$ cat src/rtl/fm_pkg.sv
package fm_pkg;

    typedef enum logic {
        FLD_WAIT = 1'b0,
        FLD_RUN  = 1'b1
    } fld_state_e;

    typedef struct packed {
        logic rise;
        logic armed;
        logic pace_ok;
        logic avail;
    } pop_ctl_t;

    function automatic logic edge_up(input logic now, input logic prev);
        return now & ~prev;
    endfunction

    function automatic logic pop_grant(input pop_ctl_t c);
        return c.avail & c.armed & c.pace_ok & ~c.rise;
    endfunction

endpackage

$ cat src/rtl/fm_field_sync.sv
module fm_field_sync
    import fm_pkg::*;
(
    input  logic clk,
    input  logic rst,
    input  logic vsync,
    output logic rise,
    output logic armed,
    output logic fld_rst
);
    logic       vs_prev;
    fld_state_e state;

    assign rise  = edge_up(vsync, vs_prev);
    assign armed = (state == FLD_RUN);

    always_ff @(posedge clk) begin
        if (rst) begin
            vs_prev <= 1'b0;
            state   <= FLD_WAIT;
            fld_rst <= 1'b0;
        end else begin
            vs_prev <= vsync;
            fld_rst <= rise;
            if (rise) begin
                state <= FLD_RUN;
            end
        end
    end
endmodule

$ cat src/rtl/fm_pacer.sv
module fm_pacer #(
    parameter int PACE = 2
) (
    input  logic clk,
    input  logic rst,
    input  logic pop,
    output logic pace_ok
);
    generate
        if (PACE <= 1) begin : g_free
            assign pace_ok = 1'b1;
        end else begin : g_cool
            localparam int CD_W = $clog2(PACE);
            localparam logic [CD_W-1:0] CD_LOAD = CD_W'(PACE - 1);
            logic [CD_W-1:0] cd;

            assign pace_ok = (cd == '0);

            always_ff @(posedge clk) begin
                if (rst) begin
                    cd <= '0;
                end else if (pop) begin
                    cd <= CD_LOAD;
                end else if (cd != '0) begin
                    cd <= cd - 1'b1;
                end
            end
        end
    endgenerate
endmodule

$ cat src/rtl/fm_out_stage.sv
module fm_out_stage #(
    parameter int PIX_W = 16,
    parameter int CNT_W = 16
) (
    input  logic             clk,
    input  logic             rst,
    input  logic             pop,
    input  logic             clr,
    input  logic [PIX_W-1:0] din,
    output logic [PIX_W-1:0] pix_data,
    output logic             pix_we,
    output logic [CNT_W-1:0] pix_count
);
    always_ff @(posedge clk) begin
        if (rst) begin
            pix_data  <= '0;
            pix_we    <= 1'b0;
            pix_count <= '0;
        end else begin
            pix_we <= pop;
            if (pop) begin
                pix_data <= din;
            end
            if (clr) begin
                pix_count <= '0;
            end else if (pop) begin
                pix_count <= pix_count + CNT_W'(1);
            end
        end
    end
endmodule

$ cat src/rtl/fm_playback_ctrl.sv
module fm_playback_ctrl
    import fm_pkg::*;
#(
    parameter int PIX_W = 16,
    parameter int CNT_W = 16,
    parameter int PACE  = 2
) (
    input  logic             clk,
    input  logic             rst,
    input  logic             vsync,
    input  logic             fifo_empty,
    input  logic [PIX_W-1:0] fifo_data,
    output logic             fifo_pop,
    output logic [PIX_W-1:0] pix_data,
    output logic             pix_we,
    output logic             fld_rst,
    output logic [CNT_W-1:0] pix_count
);
    pop_ctl_t ctl;
    logic     rise;
    logic     armed;
    logic     pace_ok;

    fm_field_sync u_sync (
        .clk     (clk),
        .rst     (rst),
        .vsync   (vsync),
        .rise    (rise),
        .armed   (armed),
        .fld_rst (fld_rst)
    );

    fm_pacer #(.PACE(PACE)) u_pace (
        .clk     (clk),
        .rst     (rst),
        .pop     (fifo_pop),
        .pace_ok (pace_ok)
    );

    always_comb begin
        ctl.rise    = rise;
        ctl.armed   = armed;
        ctl.pace_ok = pace_ok;
        ctl.avail   = ~fifo_empty;
    end

    assign fifo_pop = pop_grant(ctl);

    fm_out_stage #(.PIX_W(PIX_W), .CNT_W(CNT_W)) u_out (
        .clk       (clk),
        .rst       (rst),
        .pop       (fifo_pop),
        .clr       (rise),
        .din       (fifo_data),
        .pix_data  (pix_data),
        .pix_we    (pix_we),
        .pix_count (pix_count)
    );
endmodule

$ cat config.mk
export PLATFORM = sky130hd
export DESIGN_NAME = fm_playback_ctrl
export DESIGN_NICKNAME = d
export VERILOG_FILES = /design/src/rtl/fm_pkg.sv /design/src/rtl/fm_field_sync.sv /design/src/rtl/fm_pacer.sv /design/src/rtl/fm_out_stage.sv /design/src/rtl/fm_playback_ctrl.sv
export SDC_FILE = /design/constraint.sdc
export NUM_CORES = 1
export LEC_CHECK = 0
export ABC_CLOCK_PERIOD_IN_PS = 1960
export BUFFER_PORTS_ARGS = -buffer_cell sky130_fd_sc_hd__buf_4
export CORE_AREA = 2 2 57 59
export CTS_BUF_LIST = sky130_fd_sc_hd__clkbuf_4
export DETAILED_ROUTE_END_ITERATION = 8
export DIE_AREA = 0 0 59 61
export PLACE_DENSITY = 0.76
export SLEW_MARGIN = 25
export SYNTH_ARGS = -nofsm -noshare
export SYNTH_HDL_FRONTEND = slang
export SYNTH_SLANG_ARGS = --single-unit
$ cat constraint.sdc
create_clock -name clk -period 1.96 [get_ports clk]
set_input_delay 0.098 -clock clk [delete_from_list [all_inputs] [get_ports clk]]
set_output_delay 0.098 -clock clk [all_outputs]
set_load 0.05 [all_outputs]
## Yosys cells after proc, flatten, opt, wreduce, memory -nomap -nowiden

Index checks and enable logic that the tools add are counted.

- Add/sub/neg operators: 2
- Reductions and logical operators: 1
- Multiplexer cells: 2
- Bitwise operators: 8

Operators by type and width:

| cell | number |
|---|---|
| $add A16 B1 Y16 const B | 1 |
| $and A1 B1 Y1 | 4 |
| $not A1 Y1 | 4 |
| $mux W1 | 2 |
| $reduce_or A2 Y1 | 1 |
| $sub A1 B1 Y1 const B | 1 |

- Input port bits: 20
- Bits in registers: 37
- Word-level logic and storage cells: 20

## Depth between registers and ports, before layout

- Depth in word-level cells: 5
- Depth in mapped cells: 6

## Modules after synthesis

A second synthesis with hierarchy kept.

- Cell total of the unflattened synthesis: 150
- Area, all modules: 1,472.7 um^2

By module, submodules not included:

| module | cells an instance | area an instance (um^2) | sequential area each (um^2) | times used |
|---|---|---|---|---|
| fm_out_stage | 137 | 1,320.0 | 660.6 | 1 |
| fm_field_sync | 9 | 102.6 | 60.1 | 1 |
| fm_pacer | 3 | 37.5 | 20.0 | 1 |
| fm_playback_ctrl | 1 | 12.5 | 0.0 | 1 |

## Least setup slack after synthesis

Ideal clock, no wire load.

- Path kind: reg-to-reg
- From: register u_pace.g_cool.cd
- To: register u_out.pix_count[1]
- Data arrival time: 2.012 ns
- Setup slack: -0.123 ns
- Buffers on the path: 1
- Stages on the path, launching flop included: 7
- Cell sequence: dfxtp_1 > nor3b_2 > nand2_1 > inv_2 > buf_1 > nand2_1 > a21oi_1

- Cells in the longest elaborated chain, start to end: 3

RTL lines:

| element | line | source |
|---|---|---|
| from (decl) | fm_pacer.sv:15 | `logic [CD_W-1:0] cd;` |
| from (signal assigned) | fm_pacer.sv:25 | `cd <= cd - 1'b1;` |
| $not A1 Y1 | fm_pacer.sv:17 | `assign pace_ok = (cd == '0);` |
| $and A1 B1 Y1 (2 in a row) | fm_pkg.sv:20 | `return c.avail & c.armed & c.pace_ok & ~c.rise;` |
| named net fifo_pop | fm_playback_ctrl.sv:13 | `output logic fifo_pop,` |
| to (signal assigned) | fm_out_stage.sv:27 | `pix_count <= pix_count + CNT_W'(1);` |
| to (decl) | fm_out_stage.sv:12 | `output logic [CNT_W-1:0] pix_count` |

The timed path passes the listed nets, and every way through them passes these cells.
A chain may end at the register's enable or synchronous reset.

## Worst setup path in the final report

- From: register u_pace.g_cool.cd
- To: register u_out.pix_count[15]

- Cells in the longest elaborated chain, start to end: 3

RTL lines:

| element | line |
|---|---|
| $not A1 Y1 | fm_pacer.sv:17 |
| $and A1 B1 Y1 (2 in a row) | fm_pkg.sv:20 |

No other way between the ends.

==> results.txt <==
The slew at the pin with the worst max-slew slack came out at 0.4253 ns. Placeable core region: 2953 um^2. The post-route worst hold slack was 0.01413 ns. The number of global-route vias before repair was 1376; the power per cell area was 653.7 nW/um^2. The netlist uses 31 different library cells. End of the worst hold path: u_out.pix_data[12]$_SDFFE_PP0P_. The detailed router placed 1420 vias in this run.

The analysis attributes to net switching a power of 362.7 uW. The initial antenna violation count is 0. CTS placed an instance of sky130_fd_sc_hd__clkbuf_4 at the clock tree root.

The worst reg-to-reg path cell count is 4. The tools report the endpoint class of the critical path as a flip-flop. The run gives 0.2190 as the total routing resource utilization after global routing. The maximum fanout encountered on the critical timing path was 10; the largest net degree at the start of global routing was 20.

The congestion estimate from routability-driven global placement came to 0.8087. The logs give 2.23 ns for the data required time at the worst endpoint and 1404 um^2 for the combined area of all synthesized cells. Setup violations remaining at the end of the flow were counted as 0.

The post-synthesis area per instance is 8.356 um^2, and the placement row count is 20. Source of the worst register-to-register timing path: u_pace.g_cool.cd$_SDFF_PP0_. 0 antenna diodes ended up in the layout.

The flow ran to the end, and the final reports show no timing, DRC or antenna violations. From bottom edge to top edge, the die measures 61 um. The startpoint class of the critical path is a flip-flop.

The die span in x was 59 um; the number of setup buffers added after CTS was 0. The number of H-tree levels was 2; the combinational fraction of design power was 0.143. Sequential power share: 0.565.

In this run the deepest clock path goes through 2 buffers. The share of total power in the clock network was 0.292; the share of cells above drive strength 1 was 0.3029. The arrival time at the worst endpoint is 2.09 ns, and the peak supply drop is 0.6142 mV.

The net count after synthesis was 189; the register-to-register setup slack was 0.14 ns. The run gives 0 as the number of design rule violations left after detail routing. In this run the most critical hold path is launched from fifo_data[12].

For the sequential share of the synthesized area, the log shows 0.5134. The number of sinks handled by clock tree synthesis was 36. In this run the remaining antenna-violating nets after routing total 0.

The average wire per cell in the routed design works out to 13.02 um. The destination of the worst register-to-register timing path is u_out.pix_count[15]$_SDFFE_PP0P_. The timing-limited maximum frequency is 0.5497 GHz, and the wire length of the first global-routing pass is 5.885 mm. The relative slew slack is 0.7139.

For the final hold violation count, the log shows 0. After layout, the minimum clock period comes to 1.819 ns. The run gives 0.0008371 uW as the static power due to leakage. The area enclosed by the die boundary was 3599 um^2; the post-detailed-routing wire length was 3.567 mm. Post-synthesis to final-layout area growth: 46.43%.

The filler cell count in the final layout is 242. The max-capacitance violation count came out at 0. TritonCTS built the clock tree. Once detailed placement completed, the half-perimeter wirelength came to 2.452 mm. The global-route congestion overflow total came out at 0. Adding up every negative setup slack in the final design gives 0 ns.

The setup path with the least slack is of type flip-flop to flip-flop. The fraction of power spent switching nets was 0.2699; the final critical-path share of the clock period was 0.9281. The type of the tightest min-delay check is input pin to flip-flop.

The clock network latency to the later pin of the worst-skew pair was 0.34 ns. The starting density of the core was 0.4754; the detailed router's first-iteration violation count was 34. The number of nets in the finished design is 261. Synthesis produced 168 cells. Setup repair after global routing left no endpoint under its margin.

The tools report the internal power as 981.0 uW. The first detailed-routing pass ran for 4 iterations. The final number of max-transition violations was 0; the number of top-level pins was 55. The total clock buffers created by CTS came out at 5. The worst hold path was traced through 3 stages. In the routed layout, each cell is associated on average with a via count of 5.182. The quantity of I/O buffers inserted on ports was 54.

Between clock sinks in the finished design, the worst skew comes to 0.007399 ns. The synthesized design contains 36 register bits. The CTS clock-pin slew for the worst setup and hold paths was 0.11 ns; the number of warnings printed during yosys synthesis was 0.
==> synth_stat cells <==
| cell | number | area share |
|---|---|---|
| sky130_fd_sc_hd__xnor2_1 | 4 | 0.025 |
| sky130_fd_sc_hd__a21o_1 | 1 | 0.0053 |
| sky130_fd_sc_hd__clkbuf_1 | 4 | 0.011 |
| sky130_fd_sc_hd__nor4_1 | 1 | 0.0045 |
| sky130_fd_sc_hd__nor2_1 | 7 | 0.019 |
| sky130_fd_sc_hd__or4b_1 | 1 | 0.0071 |
| sky130_fd_sc_hd__and2b_1 | 1 | 0.0053 |
| sky130_fd_sc_hd__and2_1 | 1 | 0.0045 |
| sky130_fd_sc_hd__inv_1 | 3 | 0.0080 |
| sky130_fd_sc_hd__and2b_4 | 1 | 0.0071 |
| sky130_fd_sc_hd__nor3_1 | 1 | 0.0036 |
| sky130_fd_sc_hd__inv_2 | 1 | 0.0027 |
| sky130_fd_sc_hd__nand4_1 | 3 | 0.013 |
| sky130_fd_sc_hd__a211oi_1 | 1 | 0.0053 |
| sky130_fd_sc_hd__and4_1 | 3 | 0.019 |
| sky130_fd_sc_hd__buf_1 | 1 | 0.0027 |
| sky130_fd_sc_hd__and3_1 | 1 | 0.0045 |
| sky130_fd_sc_hd__a31o_2 | 1 | 0.0062 |
| sky130_fd_sc_hd__nand3_1 | 4 | 0.014 |
| sky130_fd_sc_hd__xor2_1 | 1 | 0.0062 |
| sky130_fd_sc_hd__dfxtp_1 | 36 | 0.51 |
| sky130_fd_sc_hd__nor3b_2 | 1 | 0.0089 |
| sky130_fd_sc_hd__ha_1 | 1 | 0.0089 |
| sky130_fd_sc_hd__nand4bb_1 | 1 | 0.0080 |
| sky130_fd_sc_hd__nor2b_1 | 1 | 0.0045 |
| sky130_fd_sc_hd__or3_1 | 9 | 0.040 |
| sky130_fd_sc_hd__nand2_1 | 41 | 0.11 |
| sky130_fd_sc_hd__o21ai_0 | 9 | 0.032 |
| sky130_fd_sc_hd__nand2b_1 | 1 | 0.0045 |
| sky130_fd_sc_hd__clkbuf_2 | 1 | 0.0036 |
| sky130_fd_sc_hd__a21oi_1 | 26 | 0.093 |
==> sequential cells by signal, indices dropped and copies added, names as in the netlist <==
signal and count:
u_pace.g_cool.cd 1, u_sync.armed 1, u_out.pix_data 16, u_sync.fld_rst 1, u_sync.vs_prev 1, u_out.pix_count 16
==> cell families (layout without fill, tap and decap cells) <==
| kind of cell | count (synthesis) | in the layout | share of synthesized area |
|---|---|---|---|
| flops | 36 | 36 | 0.5134 |
| buf+inv | 10 | 83 | 0.02762 |
| fa+ha+maj | 1 | 1 | 0.008911 |
| xor+xnor | 5 | 5 | 0.03119 |
| compound gates | 38 | 38 | 0.1417 |
| simple gates | 78 | 78 | 0.2772 |
==> power groups by stage <==
stage	clock (uW)	combinational [uW]	sequential (uW)
after global placement	0	163	774
after detailed placement	0	167	775
final	393	192	759
after global routing	434	206	760
after CTS	404	191	758
after floorplan	0	51.0	823
==> what timing repair did <==
| item | in CTS | in global routing |
|---|---|---|
| hold buffers | 15 | 0 |
| resized for setup | 0 | 0 |
| endpoints found under the hold margin | 15 | 0 |
==> layer usage <==
layer	GRT usage	part of all wire	vias to the layer above
li1	-	-	718
met1	0.2317	0.40	649
met2	0.4000	0.53	43
met3	0.07676	0.061	10
met4	0.08442	0.017	0
met5	0	0	-
==> layout make-up <==
cell class | instances | area, um^2 | area share
sequential | 36 | 728.2 | 0.3542
multi-input combinational | 122 | 644.4 | 0.3135
timing repair buffer | 71 | 570.5 | 0.2775
clock buffer | 6 | 45.04 | 0.02191
tap | 33 | 41.29 | 0.02009
inverter | 4 | 15.01 | 0.007304
clock inverter | 2 | 11.26 | 0.005478
==> critical path, stage by stage, from the launching register on <==
cell and delay [ns]:
sky130_fd_sc_hd__dfxtp_1 0.34, sky130_fd_sc_hd__nand4bb_1 0.24, sky130_fd_sc_hd__or4b_1 0.64, sky130_fd_sc_hd__or3_1 0.40
sky130_fd_sc_hd__a21oi_1 0.14
==> worst max-delay path by stage <==
stage                                            from                                to  slack (ns)  cells after the start
after global routing        u_sync.vs_prev$_SDFF_PP0_  u_out.pix_count[15]$_SDFFE_PP0P_        0.03                      4
after detailed placement  u_pace.g_cool.cd$_SDFF_PP0_  u_out.pix_count[15]$_SDFFE_PP0P_        0.18                      4
final                     u_pace.g_cool.cd$_SDFF_PP0_  u_out.pix_count[15]$_SDFFE_PP0P_        0.14                      4
after floorplan           u_pace.g_cool.cd$_SDFF_PP0_  u_out.pix_count[11]$_SDFFE_PP0P_        0.05                      5
after global placement    u_pace.g_cool.cd$_SDFF_PP0_  u_out.pix_count[15]$_SDFFE_PP0P_        0.24                      4
after CTS                 u_pace.g_cool.cd$_SDFF_PP0_  u_out.pix_count[15]$_SDFFE_PP0P_        0.15                      4
==> layout by cell type (no fill, tap or decap) <==
cell type                       count
sky130_fd_sc_hd__a211oi_1           1
sky130_fd_sc_hd__a21o_1             1
sky130_fd_sc_hd__a21oi_1           26
sky130_fd_sc_hd__a31o_2             1
sky130_fd_sc_hd__and2_1             1
sky130_fd_sc_hd__and2b_1            1
sky130_fd_sc_hd__and2b_4            1
sky130_fd_sc_hd__and3_1             1
sky130_fd_sc_hd__and4_1             3
sky130_fd_sc_hd__buf_4             56
sky130_fd_sc_hd__clkbuf_4           6
sky130_fd_sc_hd__clkinv_1           1
sky130_fd_sc_hd__clkinvlp_4         1
sky130_fd_sc_hd__dfxtp_1           30
sky130_fd_sc_hd__dfxtp_2            6
sky130_fd_sc_hd__dlygate4sd3_1     15
sky130_fd_sc_hd__ha_1               1
sky130_fd_sc_hd__inv_1              3
sky130_fd_sc_hd__inv_2              1
sky130_fd_sc_hd__nand2_1           41
sky130_fd_sc_hd__nand2b_1           1
sky130_fd_sc_hd__nand3_1            4
sky130_fd_sc_hd__nand4_1            3
sky130_fd_sc_hd__nand4bb_1          1
sky130_fd_sc_hd__nor2_1             7
sky130_fd_sc_hd__nor2b_1            1
sky130_fd_sc_hd__nor3_1             1
sky130_fd_sc_hd__nor3b_2            1
sky130_fd_sc_hd__nor4_1             1
sky130_fd_sc_hd__o21ai_0            9
sky130_fd_sc_hd__or3_1              9
sky130_fd_sc_hd__or4b_1             1
sky130_fd_sc_hd__xnor2_1            4
sky130_fd_sc_hd__xor2_1             1
==> through the flow <==
stage                     instances  total power, uW  instance area [um^2]  setup slack, ns  utilization
after floorplan                 168            874.3                  1413          0.04606            -
after global placement          251            937.5                  1849           0.2364       0.6263
after detailed placement        251            942.1                  1849           0.1824       0.6263
after CTS                       274             1353                  2056           0.1485       0.6962
after global routing            274             1400                  2056          0.03466       0.6962
final                           274             1344                  2056           0.1410       0.6962
Note: power is estimated with default switching activity, not from simulation.
